`src/rtl/gspwm_pkg.sv`:
```
`timescale 1ns/1ps
package gspwm_pkg;
   typedef enum logic [1:0] {
      SEQ_IDLE  = 2'd0,
      SEQ_ARMED = 2'd1,
      SEQ_RUN   = 2'd2
   } seq_state_e;
endpackage

```
`src/rtl/gspwm_seq.sv`:
```
`timescale 1ns/1ps
module gspwm_seq
   import gspwm_pkg::*;
#(
   parameter int GS_W = 16
) (
   input  logic            clk,
   input  logic            rst_n,
   input  logic            ext_clk_mode,
   input  logic            tmg_reset_en,
   input  logic            repeat_en,
   input  logic            sck_rise,
   input  logic            sdata,
   input  logic            latch_pulse,
   output logic            running,
   output logic [GS_W-1:0] count,
   output logic            load
);
   localparam logic [GS_W-1:0] CNT_LAST = {GS_W{1'b1}};

   seq_state_e state;
   logic adv, start, at_last, wrap, abort;

   assign adv     = ext_clk_mode & sck_rise;
   assign at_last = (count == CNT_LAST);
   assign abort   = (state == SEQ_RUN) & latch_pulse & tmg_reset_en;
   assign start   = (state == SEQ_ARMED) & adv & ~sdata & ~latch_pulse;
   assign wrap    = (state == SEQ_RUN) & ~abort & adv & at_last & repeat_en;
   assign load    = start | wrap;
   assign running = (state == SEQ_RUN);

   always_ff @(posedge clk or negedge rst_n) begin
      if (!rst_n) begin
         state <= SEQ_IDLE;
         count <= '0;
      end else begin
         unique case (state)
            SEQ_IDLE: begin
               if (latch_pulse) state <= SEQ_ARMED;
            end
            SEQ_ARMED: begin
               if (start) begin
                  state <= SEQ_RUN;
                  count <= '0;
               end
            end
            SEQ_RUN: begin
               if (abort) begin
                  state <= SEQ_ARMED;
               end else if (adv) begin
                  if (!at_last)        count <= count + 1'b1;
                  else if (repeat_en)  count <= '0;
                  else                 state <= SEQ_IDLE;
               end
            end
            default: state <= SEQ_IDLE;
         endcase
      end
   end

   // without an enabled strobe, the running count holds
   p_hold_without_strobe_r10: assert property (@(posedge clk) disable iff (!rst_n)
      (running && !adv) |=> $stable(count));
   // a start strobe begins the period at count zero
   p_start_at_zero_r4: assert property (@(posedge clk) disable iff (!rst_n)
      start |=> (running && count == '0));
   // single-shot period ends after its last count
   p_single_stop_r6: assert property (@(posedge clk) disable iff (!rst_n)
      (running && adv && at_last && !repeat_en && !latch_pulse) |=> !running);
   // repeat mode wraps to zero
   p_repeat_wrap_r7: assert property (@(posedge clk) disable iff (!rst_n)
      (running && adv && at_last && repeat_en && !abort) |=> (running && count == '0));
   // abort returns to armed state (not running)
   p_abort_stops_r9: assert property (@(posedge clk) disable iff (!rst_n)
      abort |=> !running);
   // with the shift clock deselected, an armed engine never starts
   p_no_start_int_r3: assert property (@(posedge clk) disable iff (!rst_n)
      (!ext_clk_mode && !running) |=> !running);
endmodule

```
`src/rtl/gspwm_gs_bank.sv`:
```
`timescale 1ns/1ps
module gspwm_gs_bank #(
   parameter int CHANNELS = 12,
   parameter int GS_W     = 16
) (
   input  logic                     clk,
   input  logic                     rst_n,
   input  logic                     load,
   input  logic                     running,
   input  logic [CHANNELS*GS_W-1:0] gs_in,
   output logic [CHANNELS*GS_W-1:0] gs_cur
);
   for (genvar n = 0; n < CHANNELS; n++) begin : g_word
      always_ff @(posedge clk or negedge rst_n) begin
         if (!rst_n)    gs_cur[n*GS_W +: GS_W] <= '0;
         else if (load) gs_cur[n*GS_W +: GS_W] <= gs_in[n*GS_W +: GS_W];
      end
   end

   // captured words stay fixed during a period unless a start/wrap loads
   p_words_frozen_r8: assert property (@(posedge clk) disable iff (!rst_n)
      (running && !load) |=> $stable(gs_cur));
endmodule

```
`src/rtl/gspwm_cmp.sv`:
```
`timescale 1ns/1ps
module gspwm_cmp #(
   parameter int GS_W = 16
) (
   input  logic            enable,
   input  logic [GS_W-1:0] count,
   input  logic [GS_W-1:0] level,
   output logic            on
);
   assign on = enable & (count < level);

   // a zero word never lights the channel
   always_comb begin
      p_zero_dark_r5: assert (!(level == '0 && on));
   end
endmodule

```
`src/rtl/gspwm_engine.sv`:
```
`timescale 1ns/1ps
module gspwm_engine #(
   parameter int CHANNELS = 12,
   parameter int GS_W     = 16
) (
   input  logic                     clk,
   input  logic                     rst_n,
   input  logic                     ext_clk_mode,
   input  logic                     tmg_reset_en,
   input  logic                     repeat_en,
   input  logic                     blank,
   input  logic                     sck_rise,
   input  logic                     sdata,
   input  logic                     latch_pulse,
   input  logic [CHANNELS*GS_W-1:0] gs_words,
   output logic [CHANNELS-1:0]      chan_on
);
   localparam int WORDS_W = CHANNELS * GS_W;

   if (CHANNELS < 1 || CHANNELS > 64) begin : g_bad_channels
      $error("gspwm_engine: CHANNELS must lie in 1..64");
   end
   if (GS_W < 2 || GS_W > 24) begin : g_bad_width
      $error("gspwm_engine: GS_W must lie in 2..24");
   end

   logic               running, load, drive_en;
   logic [GS_W-1:0]    count;
   logic [WORDS_W-1:0] gs_cur;

   gspwm_seq #(.GS_W(GS_W)) u_seq (
      .clk          (clk),
      .rst_n        (rst_n),
      .ext_clk_mode (ext_clk_mode),
      .tmg_reset_en (tmg_reset_en),
      .repeat_en    (repeat_en),
      .sck_rise     (sck_rise),
      .sdata        (sdata),
      .latch_pulse  (latch_pulse),
      .running      (running),
      .count        (count),
      .load         (load)
   );

   gspwm_gs_bank #(.CHANNELS(CHANNELS), .GS_W(GS_W)) u_bank (
      .clk     (clk),
      .rst_n   (rst_n),
      .load    (load),
      .running (running),
      .gs_in   (gs_words),
      .gs_cur  (gs_cur)
   );

   assign drive_en = running & ~blank;

   for (genvar n = 0; n < CHANNELS; n++) begin : g_chan
      gspwm_cmp #(.GS_W(GS_W)) u_cmp (
         .enable (drive_en),
         .count  (count),
         .level  (gs_cur[n*GS_W +: GS_W]),
         .on     (chan_on[n])
      );
   end

   // blanking darkens every channel
   p_blank_dark_r2: assert property (@(posedge clk) disable iff (!rst_n)
      blank |-> (chan_on == '0));
   // outside a period every channel is dark
   p_idle_dark_r6: assert property (@(posedge clk) disable iff (!rst_n)
      !running |-> (chan_on == '0));
   // no period runs in the cycle after reset release
   p_reset_idle_r1: assert property (@(posedge clk) disable iff (!rst_n)
      $rose(rst_n) |-> !running);
endmodule

```
`config.mk`:
```
export PLATFORM = sky130hd
export DESIGN_NAME = gspwm_engine
export DESIGN_NICKNAME = d
export VERILOG_FILES = /design/src/rtl/gspwm_pkg.sv /design/src/rtl/gspwm_seq.sv /design/src/rtl/gspwm_gs_bank.sv /design/src/rtl/gspwm_cmp.sv /design/src/rtl/gspwm_engine.sv
export SDC_FILE = /design/constraint.sdc
export NUM_CORES = 1
export LEC_CHECK = 0
export ABC_AREA = 1
export BUFFER_PORTS_ARGS = -buffer_cell sky130_fd_sc_hd__buf_2
export CAP_MARGIN = 20
export CELL_PAD_IN_SITES_DETAIL_PLACEMENT = 1
export CELL_PAD_IN_SITES_GLOBAL_PLACEMENT = 1
export CORE_ASPECT_RATIO = 1.2
export CORE_UTILIZATION = 35
export DETAILED_ROUTE_END_ITERATION = 10
export GPL_TIMING_DRIVEN = 0
export MAX_ROUTING_LAYER = met4
export PLACE_DENSITY = 0.68
export RECOVER_POWER = 100
export SLEW_MARGIN = 30
export SYNTH_ARGS = -nofsm -noshare
export SYNTH_HDL_FRONTEND = slang
export SYNTH_HIERARCHICAL = 1
export SYNTH_SLANG_ARGS = --single-unit
```
`constraint.sdc`:
```
create_clock -name clk -period 3.95 [get_ports clk]
set_input_delay 0 -clock clk [delete_from_list [all_inputs] [get_ports clk]]
set_output_delay 0 -clock clk [all_outputs]
set_load 0.05 [all_outputs]
```
=== Yosys cells after proc, flatten, opt, wreduce, memory -nomap -nowiden ===
Cells that the tools add are included.

* $lt $le $gt $ge: 12
* Equality and inequality tests: 11
* Bitwise operators: 28
* $add $sub $neg: 1
* Mux-type cells: 13
* Reduce and logical (&&, ||, !) cells: 4

{| class="wikitable"
|+ Operator list
! kind !! number
|-
| $lt 16x16->1 || 12
|-
| $mux 16 || 5
|-
| $pmux 16 s2 || 1
|-
| $and 1x1->1 || 23
|-
| $add 16x1->16 const B || 1
|-
| $eq 16x16->1 const B || 1
|-
| $mux 2 || 6
|-
| $reduce_and 5->1 || 2
|-
| $ne 3x1->1 const B || 2
|-
| $pmux 2 s3 || 1
|-
| $ne 2x1->1 const B || 2
|-
| $ne 2x2->1 const B || 2
|-
| $not 1->1 || 4
|-
| $ne 3x2->1 const B || 1
|-
| $ne 3x3->1 const B || 1
|-
| $eq 2x1->1 const B || 1
|-
| $eq 2x2->1 const B || 1
|-
| $logic_not 2->1 || 1
|-
| $reduce_bool 2->1 || 1
|-
| $or 1x1->1 || 1
|}

* Bits in registers: 210
* Output and inout port bits: 12
* Input port bits: 201

=== Longest topological paths before layout ===
* Depth in word-level cells: 9
* Mapped depth: 13

=== Cells and area by module ===
The synthesis kept the hierarchy.

{| class="wikitable"
|+ Modules (own cells, without submodules)
! module !! instances !! cells each !! seq. area each (µm²) !! area each (µm²)
|-
| gspwm_gs_bank || 1 || 811 || 4804.6 || 7178.1
|-
| gspwm_cmp || 12 || 65 || 0.0 || 402.9
|-
| gspwm_seq || 1 || 186 || 450.4 || 1317.5
|-
| gspwm_engine || 1 || 2 || 0.0 || 10.0
|}

=== Worst setup path before layout ===
No wires, ideal clock.

* Kind: flip-flop to output port
* From: register u_seq.state[0]
* To: output chan_on[0]
* Path slack: 1.678 ns
* Path buffers: 1
* Data required time: 3.950 ns
* Arrival: 2.272 ns
* Cell stages (with the launch flop): 9
* Path through: dfrtp_1 -> nor2_4 -> buf_1 -> inv_1 -> nor2_2 -> nand3b_1 -> a31oi_1 -> nand2_1 -> a21oi_1

* Word-level cells in the longest chain between the ends: 3

{| class="wikitable"
|+ RTL lines
! element !! RTL line !! RTL
|-
| start, declared || gspwm_seq.sv:21 || <nowiki>seq_state_e state;</nowiki>
|-
| start signal, assigned || gspwm_seq.sv:34 || <nowiki>state <= SEQ_IDLE;</nowiki>
|-
| start signal, assigned || gspwm_seq.sv:39 || <nowiki>if (latch_pulse) state <= SEQ_ARMED;</nowiki>
|-
| start signal, assigned || gspwm_seq.sv:43 || <nowiki>state <= SEQ_RUN;</nowiki>
|-
| $eq 2x2->1 || gspwm_seq.sv:30 || <nowiki>assign running = (state == SEQ_RUN);</nowiki>
|-
| named net running || gspwm_engine.sv:27 || <nowiki>logic running, load, drive_en;</nowiki>
|-
| $and 1x1->1 || gspwm_engine.sv:54 || <nowiki>assign drive_en = running & ~blank;</nowiki>
|-
| named net drive_en || gspwm_engine.sv:27 ||
|-
| $and 1x1->1 || gspwm_cmp.sv:10 || <nowiki>assign on = enable & (count < level);</nowiki>
|-
| end, declared || gspwm_engine.sv:16 || <nowiki>output logic [CHANNELS-1:0] chan_on</nowiki>
|}

The timed path passes the listed nets, and every way through them passes these cells.

=== Worst setup path after layout ===
* From: register u_seq.state[0]
* To: output chan_on[11]

Same word-level chain as after synthesis.

==> summary.txt <==
=================================================================================
Leading cell type in the layout, fill and taps excluded              sky130_fd_sc_hd__nand2_1
Synth Area in XOR/XNOR                                                     0.197%
Final-report max-slew violation count                                         148
Total setup violations reported at the end of the flow                          0
Synthesized cell area                                                 13300 sq um
Standard-cell rows                                                             77
Violated checks                                                      max-capacitance violations, max-slew violations
WL/cell                                                              17.1 microns
Commonest cells after routing, fill and taps aside                   820 x sky130_fd_sc_hd__nand2_1, 267 x sky130_fd_sc_hd__inv_1, 223 x sky130_fd_sc_hd__buf_2, 200 x sky130_fd_sc_hd__dlygate4sd3_1, 197 x sky130_fd_sc_hd__dfrtp_1
Prevailing post-synth register cell                                  sky130_fd_sc_hd__dfrtp_1
Minimum setup slack after placement                                        245 ps
CTS tree                                                                      yes
Total grt overflow                                                              0
Per-cell via count in the routed design                                      4.76
Portion of netlist area occupied by mux cells                                  0%
Min Tclk post-route                                                       3700 ps
First-iteration detailed-routing DRC count                                    359
Synth Register Bits                                                           210
Count of pins on the block boundary                                           213
Power density of the placed cells                                     501 nW/um^2
Synthesized area divided by synthesized cell count                     7.50 sq um
Number of H-tree levels                                                         1
Largest delay share family, worst path                               simple AND/OR/NAND/NOR gates
Die Width                                                             180 microns
Area delta synth->final                                                     33.8%
Area enclosed by the die boundary                                     38900 sq um
Max VDD drop                                                           0.000297 V
Min-delay worst type                                                 input port to async pin
Post-Place Cells                                                             2467
CTS max path bufs                                                               3
Max-Cap Viols                                                                   2
Yosys warning total                                                             6
Post-synthesis simple-gate area fraction                                    28.8%
Post-synthesis sequential area ratio                                        39.4%
Slowest cell on the critical path                                    sky130_fd_sc_hd__nor2_2
Routability congestion estimate                                             0.795
Clock latency of the later-clocked register in the worst-skew pair         550 ps
Clock slew at reported path FFs                                             60 ps
Leakage power of the design                                               10.1 nW
Largest cells by area after synthesis                                sky130_fd_sc_hd__dfrtp_1 39%, sky130_fd_sc_hd__nand2_1 23%, sky130_fd_sc_hd__ha_1 17%
Critical path arrival                                                     3700 ps
Count of unique library cells instantiated by Yosys                            33
Outcome                                                              finished with violations
Unrepaired setup endpoints after global routing                             false
Achievable Freq                                                         0.270 GHz
Effective utilization at floorplan                                          35.9%
Cell repeated most along the worst path                              sky130_fd_sc_hd__clkbuf_1
Mapped Nets                                                                  2161
Final hold violations                                                           0
TritonCTS sink count                                                          210
Data required time of the critical path                                   3950 ps
Crit-path max FO                                                               12
Cell type with the highest aggregate area in the netlist             sky130_fd_sc_hd__dfrtp_1
Post-Route Skew                                                           9.53 ps
Vias                                                                        12900
Total Nets Final                                                             2603
Post-route antenna net violation count                                          0
Dominant combinational cell family by area after synthesis           simple AND/OR/NAND/NOR gates
Type of element launching the critical path                                  flop
Post-Layout Cell Count                                                       2718
Critical path type                                                   flop to primary output
Gate count of the mapped netlist                                             1779
Largest net degree at the start of global routing                              83
Number of enable-type register cells in the synthesized netlist                 0
Post-cts sizing count                                                           0
Transition at the pin with the smallest max-transition slack              2110 ps
Worst slew margin relative to its limit                                    -40.9%
Biggest cell delay along the critical path                                 780 ps
Number of global-route vias before repair                                   14300
Placeable Area                                                        37200 sq um
Synth Area in Adders                                                        17.0%
Post-CTS Setup Bufs                                                             0
Detailed Routing Iterations Pass 1                                              5
Post-detail-place hpwl                                               29900 microns
# DRC                                                                           0
Filler Cell Count                                                            4674
Synth Area in Compound Gates                                                5.19%
Ordered list of cells on the worst path                              nor2_4 -> clkbuf_1 -> inv_1 -> nor2_2 -> nand3b_1 -> a31oi_1 -> nand2_1 -> a21oi_1 -> clkbuf_1
Critical path buffer and inverter count                                         3
CTS hold repair buffers                                                       200
Tot GR Track Use                                                            25.2%
Proportion of layout cells with a drive suffix above 1                      14.8%
Antenna violations before repair                                                3
Post-route worst setup slack                                               249 ps
Wire length of the first global-routing pass                         74400 microns
CTS Buf Count                                                                  26
Post-synth ARST share                                                        100%
Height of the die                                                     216 microns
Share of the synthesized area in the top cell type                          39.4%
Endpoint class of the critical path                                  primary output
Final critical-path share of the clock period                               93.7%
Final wirelength                                                     46500 microns
Clock root cell                                                      sky130_fd_sc_hd__clkbuf_16
Number of buffers added on ports                                              212
=================================================================================
worst register-to-register path, cell delays in order (launching register included):
cell,delay [ps]
sky130_fd_sc_hd__dfrtp_1,950
sky130_fd_sc_hd__ha_1,380
sky130_fd_sc_hd__nand3_2,180
sky130_fd_sc_hd__nor2_4,220
sky130_fd_sc_hd__nand2_4,110
sky130_fd_sc_hd__clkinv_2,80
sky130_fd_sc_hd__nand2_1,70
sky130_fd_sc_hd__o21ai_0,620
sky130_fd_sc_hd__clkbuf_2,430
sky130_fd_sc_hd__buf_2,340
sky130_fd_sc_hd__nand2_1,150
sky130_fd_sc_hd__nand2_1,90
layout make-up:
type,instances,area [sq um],area share (%)
multi-input combinational,1253,6800,38.1
clock buffer,41,788,4.42
sequential,210,5270,29.5
tap,474,593,3.32
inverter,271,1020,5.70
timing repair buffer,414,3070,17.2
clock inverter,7,85.1,0.477
buffer,45,218,1.22
antenna,3,7.51,0.0420
state kept, by name (all words and copies together), names as in the netlist:
| signal | count |
|---|---|
| u_bank/gs_cur | 192 |
| u_seq/state | 2 |
| u_seq/count | 16 |
path summary, 6_finish.rpt:
kind / cells after the start / slack (ps) / endpoint / from
max: 9 / 250 / chan_on[11] / u_seq/state[0]$_DFFE_PN0P_
min: 2 / 6 / u_bank/gs_cur[131]$_DFFE_PN0P_ / rst_n
max reg2reg: 11 / 280 / u_bank/gs_cur[167]$_DFFE_PN0P_ / u_seq/count[0]$_DFFE_PN0P_
min reg2reg: 2 / 470 / u_bank/gs_cur[106]$_DFFE_PN0P_ / u_bank/gs_cur[106]$_DFFE_PN0P_
max in group asynchronous: 3 / 1510 / u_bank/gs_cur[83]$_DFFE_PN0P_ / rst_n
min in group clk: 6 / 130 / u_seq/count[9]$_DFFE_PN0P_ / tmg_reset_en
routing by layer:
layer / up-vias / wire, microns / global-route usage (%)
met1: 6211 / 19600 / 28.8
met2: 257 / 23900 / 45.4
met5: - / 0 / -
li1: 6380 / - / -
met4: 0 / 1330 / 8.32
met3: 86 / 1760 / 3.24
synth_stat cells (13+ instances only):
cell type	number
sky130_fd_sc_hd__nand4_1	18
sky130_fd_sc_hd__o21ai_0	16
sky130_fd_sc_hd__ha_1	181
sky130_fd_sc_hd__nand3b_1	13
sky130_fd_sc_hd__a21oi_1	62
sky130_fd_sc_hd__inv_1	267
sky130_fd_sc_hd__nand2_1	819
sky130_fd_sc_hd__nand3_1	19
sky130_fd_sc_hd__dfrtp_1	210
sky130_fd_sc_hd__buf_2	40
sky130_fd_sc_hd__nor2_1	37
metrics by stage:
stage | hold WS (ps) | setup TNS (ps) | power (mW) | utilization [%] | cell area [sq um]
3_3_place_gp | 204 | -215960 | 6.17 | 40.3 | 15000
4_1_cts | 16.9 | 0 | 9.10 | 48.3 | 17900
3_5_place_dp | 10.0 | 0 | 6.39 | 40.5 | 15100
2_1_floorplan | -296 | 0 | 5.48 | - | 13300
5_1_grt | 46.4 | 0 | 9.75 | 48.0 | 17900
6_report | 5.64 | 0 | 8.95 | 48.0 | 17900
cell families after synthesis:
logic type / after synthesis
AO/OA/AOI/OAI: 122
XOR/XNOR: 3
adder cells (fa/ha/maj): 181
buffers and inverters: 316
flip-flops: 210
AND/OR/NAND/NOR: 947
power by group:
part	switching, mW	total, mW	internal, mW
Combinational	1.78	3.01	1.23
Sequential	0.482	3.48	3.00
Clock	0.968	2.46	1.49
No activity file was read; power rests on OpenSTA's default activity.
